$ cat src/rtl/rsu_pkg.sv
package rsu_pkg;
  localparam int unsigned INS_W = 32;
  localparam logic [5:0] PRIM_OP = 6'b011111;
  localparam logic [8:0] XO_STCOND = 9'd168;
  localparam logic [8:0] XO_LDRES = 9'd10;
  localparam logic [1:0] TAIL_STCOND = 2'b01;
  localparam logic [1:0] TAIL_LDRES = 2'b00;
  localparam logic [3:0] CC_PASS = 4'b0000;
  localparam logic [3:0] CC_FAIL = 4'b1000;

  typedef enum logic [1:0] {
    OP_NONE   = 2'd0,
    OP_LDRES  = 2'd1,
    OP_STCOND = 2'd2
  } op_kind_e;
endpackage

$ cat src/rtl/rsu_decode.sv
module rsu_decode
  import rsu_pkg::*;
(
  input  logic             valid,
  input  logic [INS_W-1:0] word,
  output op_kind_e         kind
);
  logic [5:0] prim;
  logic [8:0] xo;
  logic [1:0] tail;

  always_comb begin
    prim = word[31:26];
    xo   = word[10:2];
    tail = word[1:0];
    kind = OP_NONE;
    if (valid && prim == PRIM_OP) begin
      if (xo == XO_STCOND && tail == TAIL_STCOND) kind = OP_STCOND;
      else if (xo == XO_LDRES && tail == TAIL_LDRES) kind = OP_LDRES;
    end
  end
endmodule

$ cat src/rtl/rsu_agu.sv
module rsu_agu #(
  parameter int unsigned ADDR_W = 32
) (
  input  logic [ADDR_W-1:0] base,
  input  logic [ADDR_W-1:0] index,
  output logic [ADDR_W-1:0] ea
);
  always_comb ea = base + index;
endmodule

$ cat src/rtl/rsu_resv_reg.sv
module rsu_resv_reg #(
  parameter int unsigned ADDR_W = 32,
  localparam int unsigned WORD_W = ADDR_W - 2
) (
  input  logic              clk,
  input  logic              rst_n,
  input  logic              set_en,
  input  logic              sc_en,
  input  logic [WORD_W-1:0] ea_word,
  input  logic              snp_valid,
  input  logic [WORD_W-1:0] snp_word,
  output logic              hit,
  output logic              held
);
  logic              v_q, v_d;
  logic [WORD_W-1:0] a_q, a_d;
  logic              snp_kill;
  logic              upd_en;

  always_comb begin
    snp_kill = snp_valid && v_q && (snp_word == a_q);
    hit      = v_q && (ea_word == a_q) && !snp_kill;
    v_d      = v_q;
    a_d      = a_q;
    upd_en   = 1'b0;
    if (set_en) begin
      v_d    = 1'b1;
      a_d    = ea_word;
      upd_en = 1'b1;
    end else if (sc_en || snp_kill) begin
      v_d    = 1'b0;
      upd_en = 1'b1;
    end
  end

  always_ff @(posedge clk or negedge rst_n) begin
    if (!rst_n) begin
      v_q <= 1'b0;
      a_q <= '0;
    end else if (upd_en) begin
      v_q <= v_d;
      a_q <= a_d;
    end
  end

  assign held = v_q;
endmodule

$ cat src/rtl/resv_store_unit.sv
module resv_store_unit
  import rsu_pkg::*;
#(
  parameter int unsigned ADDR_W = 32,
  parameter int unsigned DATA_W = 32
) (
  input  logic              clk,
  input  logic              rst_n,
  input  logic              ins_valid,
  input  logic [INS_W-1:0]  ins_word,
  input  logic [ADDR_W-1:0] base_val,
  input  logic [ADDR_W-1:0] index_val,
  input  logic [DATA_W-1:0] src_val,
  input  logic              snp_valid,
  input  logic [ADDR_W-1:0] snp_addr,
  output logic              wr_valid,
  output logic [ADDR_W-1:0] wr_addr,
  output logic [DATA_W-1:0] wr_data,
  output logic              cc_valid,
  output logic [3:0]        cc_code
);
  localparam int unsigned WORD_W = ADDR_W - 2;

  op_kind_e          kind;
  logic [ADDR_W-1:0] ea;
  logic              hit;
  logic              held;
  logic              sc_en;

  logic              wv_q, wv_d, cv_q, cv_d;
  logic [ADDR_W-1:0] wa_q, wa_d;
  logic [DATA_W-1:0] wd_q, wd_d;
  logic [3:0]        cc_q, cc_d;

  rsu_decode u_dec (.valid(ins_valid), .word(ins_word), .kind(kind));

  rsu_agu #(.ADDR_W(ADDR_W)) u_agu (.base(base_val), .index(index_val), .ea(ea));

  assign sc_en = (kind == OP_STCOND);

  rsu_resv_reg #(.ADDR_W(ADDR_W)) u_resv (
    .clk(clk), .rst_n(rst_n),
    .set_en(kind == OP_LDRES), .sc_en(sc_en),
    .ea_word(ea[ADDR_W-1:2]),
    .snp_valid(snp_valid), .snp_word(snp_addr[ADDR_W-1:2]),
    .hit(hit), .held(held)
  );

  always_comb begin
    cv_d = sc_en;
    wv_d = sc_en && hit;
    wa_d = wa_q;
    wd_d = wd_q;
    cc_d = cc_q;
    if (sc_en) begin
      wa_d = ea;
      wd_d = src_val;
      cc_d = hit ? CC_PASS : CC_FAIL;
    end
  end

  always_ff @(posedge clk or negedge rst_n) begin
    if (!rst_n) begin
      wv_q <= 1'b0;
      cv_q <= 1'b0;
    end else begin
      wv_q <= wv_d;
      cv_q <= cv_d;
    end
  end

  always_ff @(posedge clk or negedge rst_n) begin
    if (!rst_n) begin
      wa_q <= '0;
      wd_q <= '0;
      cc_q <= '0;
    end else if (sc_en) begin
      wa_q <= wa_d;
      wd_q <= wd_d;
      cc_q <= cc_d;
    end
  end

  assign wr_valid = wv_q;
  assign wr_addr  = wa_q;
  assign wr_data  = wd_q;
  assign cc_valid = cv_q;
  assign cc_code  = cc_q;
endmodule

$ cat config.mk
export PLATFORM = sky130hd
export DESIGN_NAME = resv_store_unit
export DESIGN_NICKNAME = d
export VERILOG_FILES = /design/src/rtl/rsu_pkg.sv /design/src/rtl/rsu_decode.sv /design/src/rtl/rsu_agu.sv /design/src/rtl/rsu_resv_reg.sv /design/src/rtl/resv_store_unit.sv
export SDC_FILE = /design/constraint.sdc
export NUM_CORES = 1
export LEC_CHECK = 0
export ABC_AREA = 1
export CAP_MARGIN = 20
export CORE_ASPECT_RATIO = 1.5
export CORE_MARGIN = 3
export CORE_UTILIZATION = 44
export DETAILED_ROUTE_END_ITERATION = 16
export GPL_ROUTABILITY_DRIVEN = 1
export HOLD_SLACK_MARGIN = 0.03
export PLACE_DENSITY_LB_ADDON = 0.25
export SLEW_MARGIN = 0
export SYNTH_ARGS = -nofsm -noshare
export SYNTH_HDL_FRONTEND = slang
export SYNTH_HIERARCHICAL = 1
export SYNTH_SLANG_ARGS = --single-unit
export TNS_END_PERCENT = 30
$ cat constraint.sdc
create_clock -name clk -period 1.25 [get_ports clk]
set_input_delay 0.3125 -clock clk [delete_from_list [all_inputs] [get_ports clk]]
set_output_delay 0.3125 -clock clk [all_outputs]
set_load 0.01 [all_outputs]
# After elaboration in Yosys (flattened, before gate mapping)
# Index checks and enable logic that the tools add are counted.
[word_totals]
inputBits = 164
ff_bits = 101
[classes]
n_reduce_logical = 14
eq_ne = 8
n_mux = 8
add_sub_neg = 1
[op_table]
columns = ["op", "n"]
rows = [
  ["$eq A30 B30 Y1", 2],
  ["$add A32 B32 Y32", 1],
  ["$eq A9 B4 Y1 const B", 1],
  ["$eq A9 B8 Y1 const B", 1],
  ["$logic_and A1 B1 Y1", 8],
  ["$eq A6 B5 Y1 const B", 1],
  ["$mux W1", 5],
  ["$eq A2 B1 Y1 const B", 2],
  ["$mux W2", 2],
  ["$mux W4", 1],
  ["$reduce_and A2 Y1", 2],
  ["$eq A2 B2 Y1 const B", 1],
  ["$logic_not A2 Y1", 1],
  ["$reduce_bool A2 Y1", 1],
  ["$logic_not A1 Y1", 1],
  ["$logic_or A1 B1 Y1", 1],
]

# Longest topological paths before layout
# Gate-level depths: netlist (run 1).
[logic_depth]
word_depth = 10
depth_mapped = 24

# Cells and area by module
# Netlist (run 1), hierarchy kept.
[modules_own_cells]
columns = ["module", "area_per_inst_um2", "seq_area_each_um2", "cells_each", "n_inst"]
rows = [
  ["resv_store_unit", 2643.8, 1676.6, 293, 1],
  ["rsu_resv_reg", 2491.1, 775.7, 430, 1],
  ["rsu_agu", 2384.8, 0.0, 494, 1],
  ["rsu_decode", 120.1, 0.0, 30, 1],
]

# Least setup slack after synthesis (run 1)
# Ideal clock, no wire load.
[synth_timing]
kind = "input-to-reg"
startpoint = "in base_val[0]"
endpoint = "reg cc_q[3] (netlist: cc_code[3])"
setup_ps = 117
cell_stages = 22
path_slack_ps = -1253
arrival_ps = 2386
cell_sequence = "ha_1 -> fa_1 -> nand3_1 -> nand3_2 -> nand2_1 -> nand2_2 -> nand2_1 -> nand2_2 -> nand2_1 -> nand2_1 -> nand2_1 -> nand2_1 -> xnor2_1 -> nand2_1 -> nor2_1 -> nand2_2 -> nor2_2 -> nand2_1 -> nor2_1 -> inv_1 -> nand3_1 -> nand2_1"
[synth_via]
elab_chain_len = 5
[synth_rtl]
columns = ["element", "line", "text"]
rows = [
  ["start: declaration", "resv_store_unit.sv:11", "input logic [ADDR_W-1:0] base_val,"],
  ["$add A32 B32 Y32", "rsu_agu.sv:8", "always_comb ea = base + index;"],
  ["net ea[20]", "resv_store_unit.sv:25", "logic [ADDR_W-1:0] ea;"],
  ["$eq A30 B30 Y1", "rsu_resv_reg.sv:22", "hit = v_q && (ea_word == a_q) && !snp_kill;"],
  ["$logic_and A1 B1 Y1 (2 in series)", "rsu_resv_reg.sv:22", ""],
  ["net hit", "resv_store_unit.sv:26", "logic hit;"],
  ["$mux W4", "resv_store_unit.sv:58", "cc_d = hit ? CC_PASS : CC_FAIL;"],
  ["end signal: assignment", "resv_store_unit.sv:76", "cc_q <= '0;"],
  ["end signal: assignment", "resv_store_unit.sv:80", "cc_q <= cc_d;"],
  ["end: declaration", "resv_store_unit.sv:33", "logic [3:0] cc_q, cc_d;"],
]
# The timed path passes the listed nets, and every way through them passes these cells.
# A chain may end at the register's enable or synchronous reset.

# Worst setup path in the final report (run 1)
[layout_timing]
startpoint = "in base_val[19]"
endpoint = "reg cc_q[3] (netlist: cc_code[3])"
# Same word-level chain as after synthesis.

==> impl_metrics.tcl, run 1 <==
set metrics [dict create \
    fin_util_pct 80.8 \
    violations "setup timing" \
    yosysWarnings 6 \
    drt_first_pass_iters 6 \
    synth_most_common_cell "nand2_1" \
    wl_met1_mm 11.0 \
    cp.arrival_ps 2580 \
    cpMostUsedCell "nand2_1" \
    required_ps 1490 \
    synthTopCellsByCount "nand2_1, inv_1, dfrtp_1" \
    hold_viol 0 \
    antennaDiodeCount 0 \
    io_buffers 213 \
    drt_iter0_drc 785 \
    die_area_sq_mm 0.0190 \
    pin_count 234 \
    irDropWorstVdd_v 0.000863 \
    wl_met2_mm 17.0 \
    grt_max_degree 78 \
    cts_buffers 9 \
    powerDensity_mw_per_mm2 774 \
    async_flop_share_pct 100 \
    vias 9791 \
    crit_chain "clkdlybuf4s15_2 > ha_4 > nand2_2 > buf_4 > nor2_2 > nand2_1 > nand2_1 > buf_4 > inv_1 > nand2_1 > nand2_1 > nand2_2 > xnor2_1 > nand2_1 > nor2_1 > nand2_2 > nor2_2 > nand2_1 > nor2_1 > inv_1 > nand3_1 > nand2_1" \
    top_layer "met4" \
    synth_top_cell_area_share_pct 32.1 \
    synth_top_family_by_area "simple AND/OR/NAND/NOR gates" \
    synthDistinctLibCells 35 \
    finalCritPeriodShare_pct 187 \
    yosys_most_used_dff "dfrtp_1" \
    clk_latency_ps 360 \
    antenna_found_initial 0 \
    grt_pass1_wl_mm 49.0 \
    min_period_ps 2340 \
    synthAdderAreaFrac_pct 5.34 \
    rsz0062_at_grt "true" \
    hold_class "in2reg" \
    routabilityCongestion 0.960 \
    drive_gt1_share_pct 40.3 \
    grt_usage_pct 32.5 \
    syn_area_per_cell_sq_um 6.13 \
    crit_type "in2reg" \
    grt_pass1_vias 9941 \
    cap_violations 0 \
    synth_area_sq_mm 0.00764 \
    clock-sinks 98 \
    synth_xor_area_share_pct 3.67 \
    areaGrowthSynthToFinish_pct 78.9 \
    worst_setup_path_start_kind "input pin" \
    reg2reg_setup_slack_ps -320 \
    drt-vias-per-instance 5.26 \
    synth_compound_area_share_pct 5.55 \
    clock_skew_ps 8.49 \
    die_w_microns 114 \
    core_area_sq_mm 0.0169 \
    wirelength_mm 32.6 \
    slowest_delay_ps 300 \
    die_h_microns 167 \
    finalSetupViolations 64 \
    fin_ws_ps -1090 \
    endpoint_kind "flip-flop" \
    cts_tree "built" \
    drc 0 \
    ys_top_cells_by_area "dfrtp_1, nand2_1, inv_1, nand3_1, ha_1" \
    clk_pin_slew_worst_paths_ps 70 \
    finalSetupTns_ps -25920 \
    crit_path_max_fanout 4 \
    placed_area_sq_mm 0.0114 \
    dpl.hpwl_mm 21.9 \
    power_w 0.0106 \
    cts_buffer_depth 2 \
    pre_cts_ws_ps -1880 \
    power.leakage_nw 7.88 \
    h-tree-depth 3 \
    slew_viol_final 0 \
    syn-instance-count 1247 \
    antenna_left 0 \
    crit_path_top_delay_cell "ha_4" \
    gr-total-overflow 0 \
    ys_seq_area_share_pct 32.1 \
    wl_met3_mm 1.91 \
    status "finished, violations left" \
    cts-root-buf "clkbuf_16" \
    synthMuxAreaShare_pct 0 \
    drt-wirelength-per-cell_microns 17.5 \
    rows 58 \
    initial_utilization_pct 45.2 \
    final_area_sq_mm 0.0137 \
    synth-edff-count 0 \
    ys_ff_latch 98 \
    clock.fmax_ghz 0.428 \
    synthSimpleGateAreaFrac_pct 41.0 \
    synth_area_leader_cell "dfrtp_1" \
    fillCellCount 1073 \
    finish.net_count 1844 \
]
[stage by stage]
step / hold slack, ps / instances
2_1_floorplan: 16.9 / 1249
3_3_place_gp: 320 / 1791
3_5_place_dp: 324 / 1791
4_1_cts: 291 / 1846
5_1_grt: 307 / 1863
6_report: 299 / 1863
[worst max-delay path, delay by kind of cell]
family	cells	cell delay [ps]
simple gates	15	1260
buf+inv	5	580
fa+ha+maj	1	300
xor+xnor	1	120
[cell usage in the layout, fill, tap and decap left out, types with 53 or more instances in the layout]
| master | n |
|---|---|
| dfrtp_1 | 98 |
| nor2_1 | 53 |
| nand2_2 | 103 |
| nand2_1 | 403 |
| buf_4 | 135 |
| nand3_1 | 72 |
| buf_2 | 56 |
| clkdlybuf4s50_1 | 64 |
| inv_1 | 153 |
| buf_6 | 69 |
[logic make-up after synthesis]
kind of cell | Yosys count
other | 1
AO/OA/AOI/OAI | 82
AND/OR/NAND/NOR | 763
flip-flops | 98
adder cells (fa/ha/maj) | 32
buffers and inverters | 239
XOR/XNOR | 32
[worst paths after layout]
check,startpoint,end,depth (start not counted)
max,base_val[19],cc_code[3],22
min,base_val[0],wr_addr[0],4
max reg2reg,u_resv/a_q[0],cc_code[3],10
min reg2reg,wr_data[17],wr_data[17],2
max in group asynchronous,rst_n,u_resv/a_q[18],3
min in group asynchronous,rst_n,wr_data[7],3
[final cells by class]
cell class | count | area [sq um] | share of cell area, %
repair buffers | 418 | 3840 | 28.1
inverters | 209 | 807 | 5.91
clock inverters | 6 | 71.3 | 0.522
clock buffers | 10 | 229 | 1.68
multi-input cells | 912 | 6000 | 43.9
well taps | 210 | 263 | 1.92
flip-flops and latches | 98 | 2450 | 17.9
[repair_timing]
item / CTS / global route
setup buffers: 36 / 16
pin swaps: 145 / 68
hold buffers: 1 / 0
hold endpoints to repair: 98 / 0
gates resized for setup: 654 / 196
endpoints found under the setup margin: 165 / 142
gates cloned: 8 / 1
[power by group]
group,internal [W],leakage (nW),switching (W)
clock network,0.00158,0.140,0.00130
logic,0.00217,6.52,0.00236
registers,0.00317,1.22,0.000000581
total,0.00691,7.88,0.00366
[flip-flops by register name (all words and copies together) (netlist names)]
signal and flops:
wr_addr 32, wr_data 32, u_resv/a_q 30, cc_code 1, cc_valid 1, u_resv/held 1
wr_valid 1
[metal layers]
| layer | GRT usage, % | up-vias |
|---|---|---|
| met5 | 0 | - |
| met4 | 22.2 | 0 |
| met3 | 4.05 | 178 |
| met2 | 60.2 | 494 |
| met1 | 32.9 | 4530 |
| li1 | - | 4589 |
Note: power is estimated with default switching activity, not from simulation.
==> run 2: changes to the inputs <==
Settings changed: SKIP_LAST_GASP from default to 1.
Clock period 1.25 ns to 2.05 ns, I/O delays scaled along.
==> impl_metrics.tcl, run 2 (synthesized netlist as in run 1, its figures left out) <==
set metrics [dict create \
    status "finished, violations left" \
    violations "setup timing" \
    crit_path_max_fanout 3 \
    grt_pass1_wl_mm 44.8 \
    required_ps 2280 \
    fillCellCount 1253 \
    slew_viol_final 0 \
    clk_pin_slew_worst_paths_ps 70 \
    grt_usage_pct 29.8 \
    rows 58 \
    power_w 0.00637 \
    mostFrequentLayoutCells "nand2_1, inv_1, clkdlybuf4s50_1, buf_4, dfrtp_1" \
    wirelength_mm 31.7 \
    path_depth 21 \
    gr-usage-met3_pct 3.98 \
    rsz0062_at_grt "true" \
    routabilityCongestion 1.01 \
    grt_max_degree 63 \
    antenna_left 0 \
    power.leakage_nw 6.82 \
    clock_skew_ps 12.1 \
    drc 0 \
    finalCritPeriodShare_pct 128 \
    cp.arrival_ps 2850 \
    vias 9528 \
    finalSetupTns_ps -1760 \
    gr-usage-met1_pct 29.7 \
    drt-wirelength-per-cell_microns 17.3 \
    antenna_found_initial 0 \
    r2r_cells 11 \
    min_period_ps 2620 \
    cap_violations 0 \
    drt_iter0_drc 662 \
    fin_ws_ps -568 \
    clock.fmax_ghz 0.382 \
    crit_family "simple AND/OR/NAND/NOR gates" \
    multi_input_area_sq_mm 0.00565 \
    endpoint_kind "flip-flop" \
    die_area_sq_mm 0.0190 \
    top_usage_layer "met2" \
    die_h_microns 167 \
    crit_chain "buf_6 > ha_4 > fa_2 > buf_4 > nand2_1 > nand3_2 > nand2_2 > nand2_4 > nand2_2 > nand3_1 > nand2_2 > or2_0 > nand4_1 > nor2_1 > nand2_1 > nor2_1 > nand2_1 > nor2_1 > inv_1 > nand3_2 > nand2_1" \
    cts_tree "built" \
    h-tree-depth 3 \
    drive_gt1_share_pct 33.0 \
    dpl.hpwl_mm 22.2 \
    areaGrowthSynthToFinish_pct 67.5 \
    cts_buffers 9 \
    slowest_delay_ps 370 \
    holdBufCountCts 0 \
    cts-root-buf "clkbuf_16" \
    regArea_sq_mm 0.00245 \
    die_w_microns 114 \
    grt_pass1_vias 9249 \
    final_common_cell "nand2_1" \
    clock-sinks 98 \
    clk_latency_ps 350 \
    irDropWorstVdd_v 0.000450 \
    core_area_sq_mm 0.0169 \
    cpMostUsedCell "nand2_1" \
    worst_setup_path_start_kind "input pin" \
    finalSetupViolations 14 \
    drt-vias-per-instance 5.22 \
    drt_first_pass_iters 5 \
    io_buffers 213 \
    hold_class "in2async" \
    gr-total-overflow 0 \
    powerDensity_mw_per_mm2 498 \
    crit_path_top_delay_cell "fa_2" \
    crit_buf_inv 3 \
    crit_type "in2reg" \
    initial_utilization_pct 45.2 \
    hold_viol 0 \
    use_met2_pct 56.7 \
    cts_buffer_depth 2 \
    finish.net_count 1805 \
    pin_count 234 \
]
## run 2: final cells by class
cell class,count,share of cell area [%]
diodes,1,0.0196
multi-input cells,912,44.2
clock buffers,11,1.90
inverters,209,6.17
flip-flops and latches,98,19.2
well taps,210,2.05
repair buffers,379,25.8
clock inverters,5,0.675
## run 2: timing repair
item                                    4_1_cts  5_1_grt
endpoints found under the setup margin       59       63
setup buffers                                16       20
gates resized for setup                     283      226
pin swaps                                   103      145
## run 2: metal layers
layer / share of wire (%) / vias up
met1: 33 / 4415
met2: 53 / 463
met4: 7.7 / 0
li1: - / 4486
met5: 0 / -
met3: 6.0 / 164
## run 2: worst register-to-register path, stage by stage, from the launching register on
cell and delay [ps]:
dfrtp_1 410, inv_2 110, or2_0 130, nand4_1 160, nor2_1 130, nand2_1 60, nor2_1 90, nand2_1 90
nor2_1 110, inv_1 70, nand3_2 60, nand2_1 50
## run 2: worst paths after layout
path                                     start            end  slack (ps)
max in group asynchronous                rst_n  u_resv/a_q[3]        1310
min in group clk                   wr_data[11]    wr_data[11]         470
worst min-delay path                     rst_n     wr_data[8]         100
worst max register to register  u_resv/a_q[20]     cc_code[3]         470
worst min register to register     wr_data[11]    wr_data[11]         470
worst max-delay path               base_val[0]     cc_code[3]        -570
## run 2: power breakdown
group          internal (W)  switching [W]
logic               0.00122        0.00134
registers           0.00193    0.000000387
clock network       0.00111       0.000755
total               0.00427        0.00210
## run 2: stage by stage
step                setup WS, ps  hold slack [ps]  util (%)  instance area [sq um]  cells
finish                      -568             98.9      75.7                  12800   1825
global route                -757              113      75.7                  12800   1824
CTS                         -456              104      72.5                  12300   1805
detailed placement         -1460              457      65.1                  11000   1773
global placement           -1470              453      65.1                  11000   1773
floorplan                   -496              217         -                   7680   1249
==> run 3: changes to the inputs <==
Settings changed: CORE_UTILIZATION 44 to 48.
Clock period 2.05 ns to 2.9 ns, I/O delays scaled along.
==> impl_metrics.tcl, run 3 (synthesized netlist as in run 1, its figures left out) <==
set metrics [dict create \
    status "finished, violations left" \
    violations "setup timing" \
    drt-vias-per-instance 5.34 \
    rsz0062_at_grt "true" \
    irDropWorstVdd_v 0.000295 \
    hold_class "in2async" \
    cap_violations 0 \
    drt-wirelength-per-cell_microns 17.6 \
    clk_pin_slew_worst_paths_ps 70 \
    r2r_cells 12 \
    min_period_ps 2950 \
    io_buffers 213 \
    rows 55 \
    core_area_sq_mm 0.0153 \
    p_sw_w 0.00148 \
    place_inst 1749 \
    drt_first_pass_iters 5 \
    cts_tree "built" \
    cts_buffers 9 \
    areaGrowthSynthToFinish_pct 63.2 \
    endpoint_kind "flip-flop" \
    wirelength_mm 31.4 \
    finalCritPeriodShare_pct 102 \
    cp.arrival_ps 3180 \
    crit_type "in2reg" \
    fin_ws_ps -48.5 \
    worst_setup_path_start_kind "input pin" \
    gr-total-overflow 0 \
    die_area_sq_mm 0.0175 \
    grt_usage_pct 30.5 \
    p_clk_share_pct 27.9 \
    fillCellCount 975 \
    pre_cts_ws_ps -705 \
    slew_viol_final 0 \
    drc 0 \
    finalSetupViolations 1 \
    clk_latency_ps 350 \
    intPower_w 0.00287 \
    die_w_microns 109 \
    swShare_pct 33.9 \
    antenna_left 0 \
    drive_gt1_share_pct 27.3 \
    grt_max_degree 59 \
    vias 9565 \
    finalNonFillerCells 1791 \
    routabilityCongestion 0.975 \
    initial_utilization_pct 49.8 \
    power.leakage_nw 6.72 \
    cts-root-buf "clkbuf_16" \
    regArea_sq_mm 0.00245 \
    clock_skew_ps 7.70 \
    powerDensity_mw_per_mm2 349 \
    r2r_start "u_resv/a_q[25]" \
    finalSetupTns_ps -48.5 \
    dpl.hpwl_mm 20.7 \
    grt_pass1_wl_mm 42.2 \
    r2r_end "cc_code[3]" \
    drt_iter0_drc 847 \
    antennaDiodeCount 0 \
    h-tree-depth 3 \
    die_h_microns 161 \
    grt_pass1_vias 8972 \
    pwr-share-seq_pct 31.4 \
    worst_hold_slack_ps 290 \
    power_w 0.00435 \
    cts_buffer_depth 2 \
    pin_count 234 \
    clock.fmax_ghz 0.339 \
    clock-sinks 98 \
    crit_path_max_fanout 4 \
    required_ps 3140 \
    final_common_cell "nand2_1" \
    multi_input_area_sq_mm 0.00543 \
    pwr-share-comb_pct 40.7 \
    finish.net_count 1783 \
    reg2reg_setup_slack_ps 1360 \
    antenna_found_initial 0 \
    mostFrequentLayoutCells "nand2_1, inv_1, clkdlybuf4s50_1, buf_4, dfrtp_1" \
    hold_viol 0 \
]
[run 3: worst max-delay path, cell delays in order]
cell	delay, ps
clkdlybuf4s15_1	210
ha_4	320
buf_6	100
nand2_1	60
inv_2	130
nand2_4	90
buf_4	130
inv_1	40
nand2_1	90
nor2_1	190
nand2_2	100
nand2_1	80
nand2_1	70
nand2_2	110
o21ai_1	80
inv_1	50
nand2_1	40
nor2_1	90
nand2_1	60
nor2_1	90
nand2_1	50
nor2_1	90
inv_1	60
nand3_1	70
nand2_1	50
[run 3: power groups by stage]
| stage | combinational (W) | sequential (W) | clock, W |
|---|---|---|---|
| after global routing | 0.00187 | 0.00137 | 0.00127 |
| after detailed placement | 0.00129 | 0.00139 | 0 |
| final | 0.00177 | 0.00137 | 0.00121 |
| after global placement | 0.00127 | 0.00139 | 0 |
| after CTS | 0.00148 | 0.00137 | 0.00121 |
| after floorplan | 0.000573 | 0.00139 | 0 |
[run 3: cell type report]
cell class	instances	share of cell area, %
clock buffer	10	1.84
multi-input combinational	912	43.5
timing repair buffer	357	26.1
clock inverter	6	0.542
tap	199	2.00
sequential	98	19.7
inverter	209	6.31
[run 3: routing by layer]
layer / vias up / global-route usage [%] / part of all wire, %
li1: 4444 / - / -
met1: 4329 / 30.8 / 33
met2: 583 / 56.8 / 51
met3: 209 / 4.14 / 7.1
met4: 0 / 19.6 / 8.5
met5: - / 0 / 0
[run 3: per-stage QoR]
| step | area, sq um | util (%) |
|---|---|---|
| 6_report | 12500 | 81.3 |
| 3_5_place_dp | 10800 | 70.4 |
| 2_1_floorplan | 7650 | - |
| 4_1_cts | 11900 | 77.3 |
| 3_3_place_gp | 10800 | 70.4 |
| 5_1_grt | 12500 | 81.3 |
[run 3: worst max path at each step]
stage / from / to / slack, ps / cells after the start
3_5_place_dp: base_val[0] / cc_code[3] / -700 / 20
5_1_grt: index_val[13] / cc_code[3] / -220 / 25
6_report: base_val[13] / cc_code[3] / -50 / 25
3_3_place_gp: base_val[0] / cc_code[3] / -680 / 20
4_1_cts: base_val[25] / cc_code[3] / 5 / 24
2_1_floorplan: base_val[0] / cc_code[3] / 50 / 22
[run 3: repair_timing]
action                     CTS  global route
gates resized for setup    179           185
pin swaps                   85           102
hold buffers                 0             0
buffers inserted            15            13
setup endpoints to repair    2             2
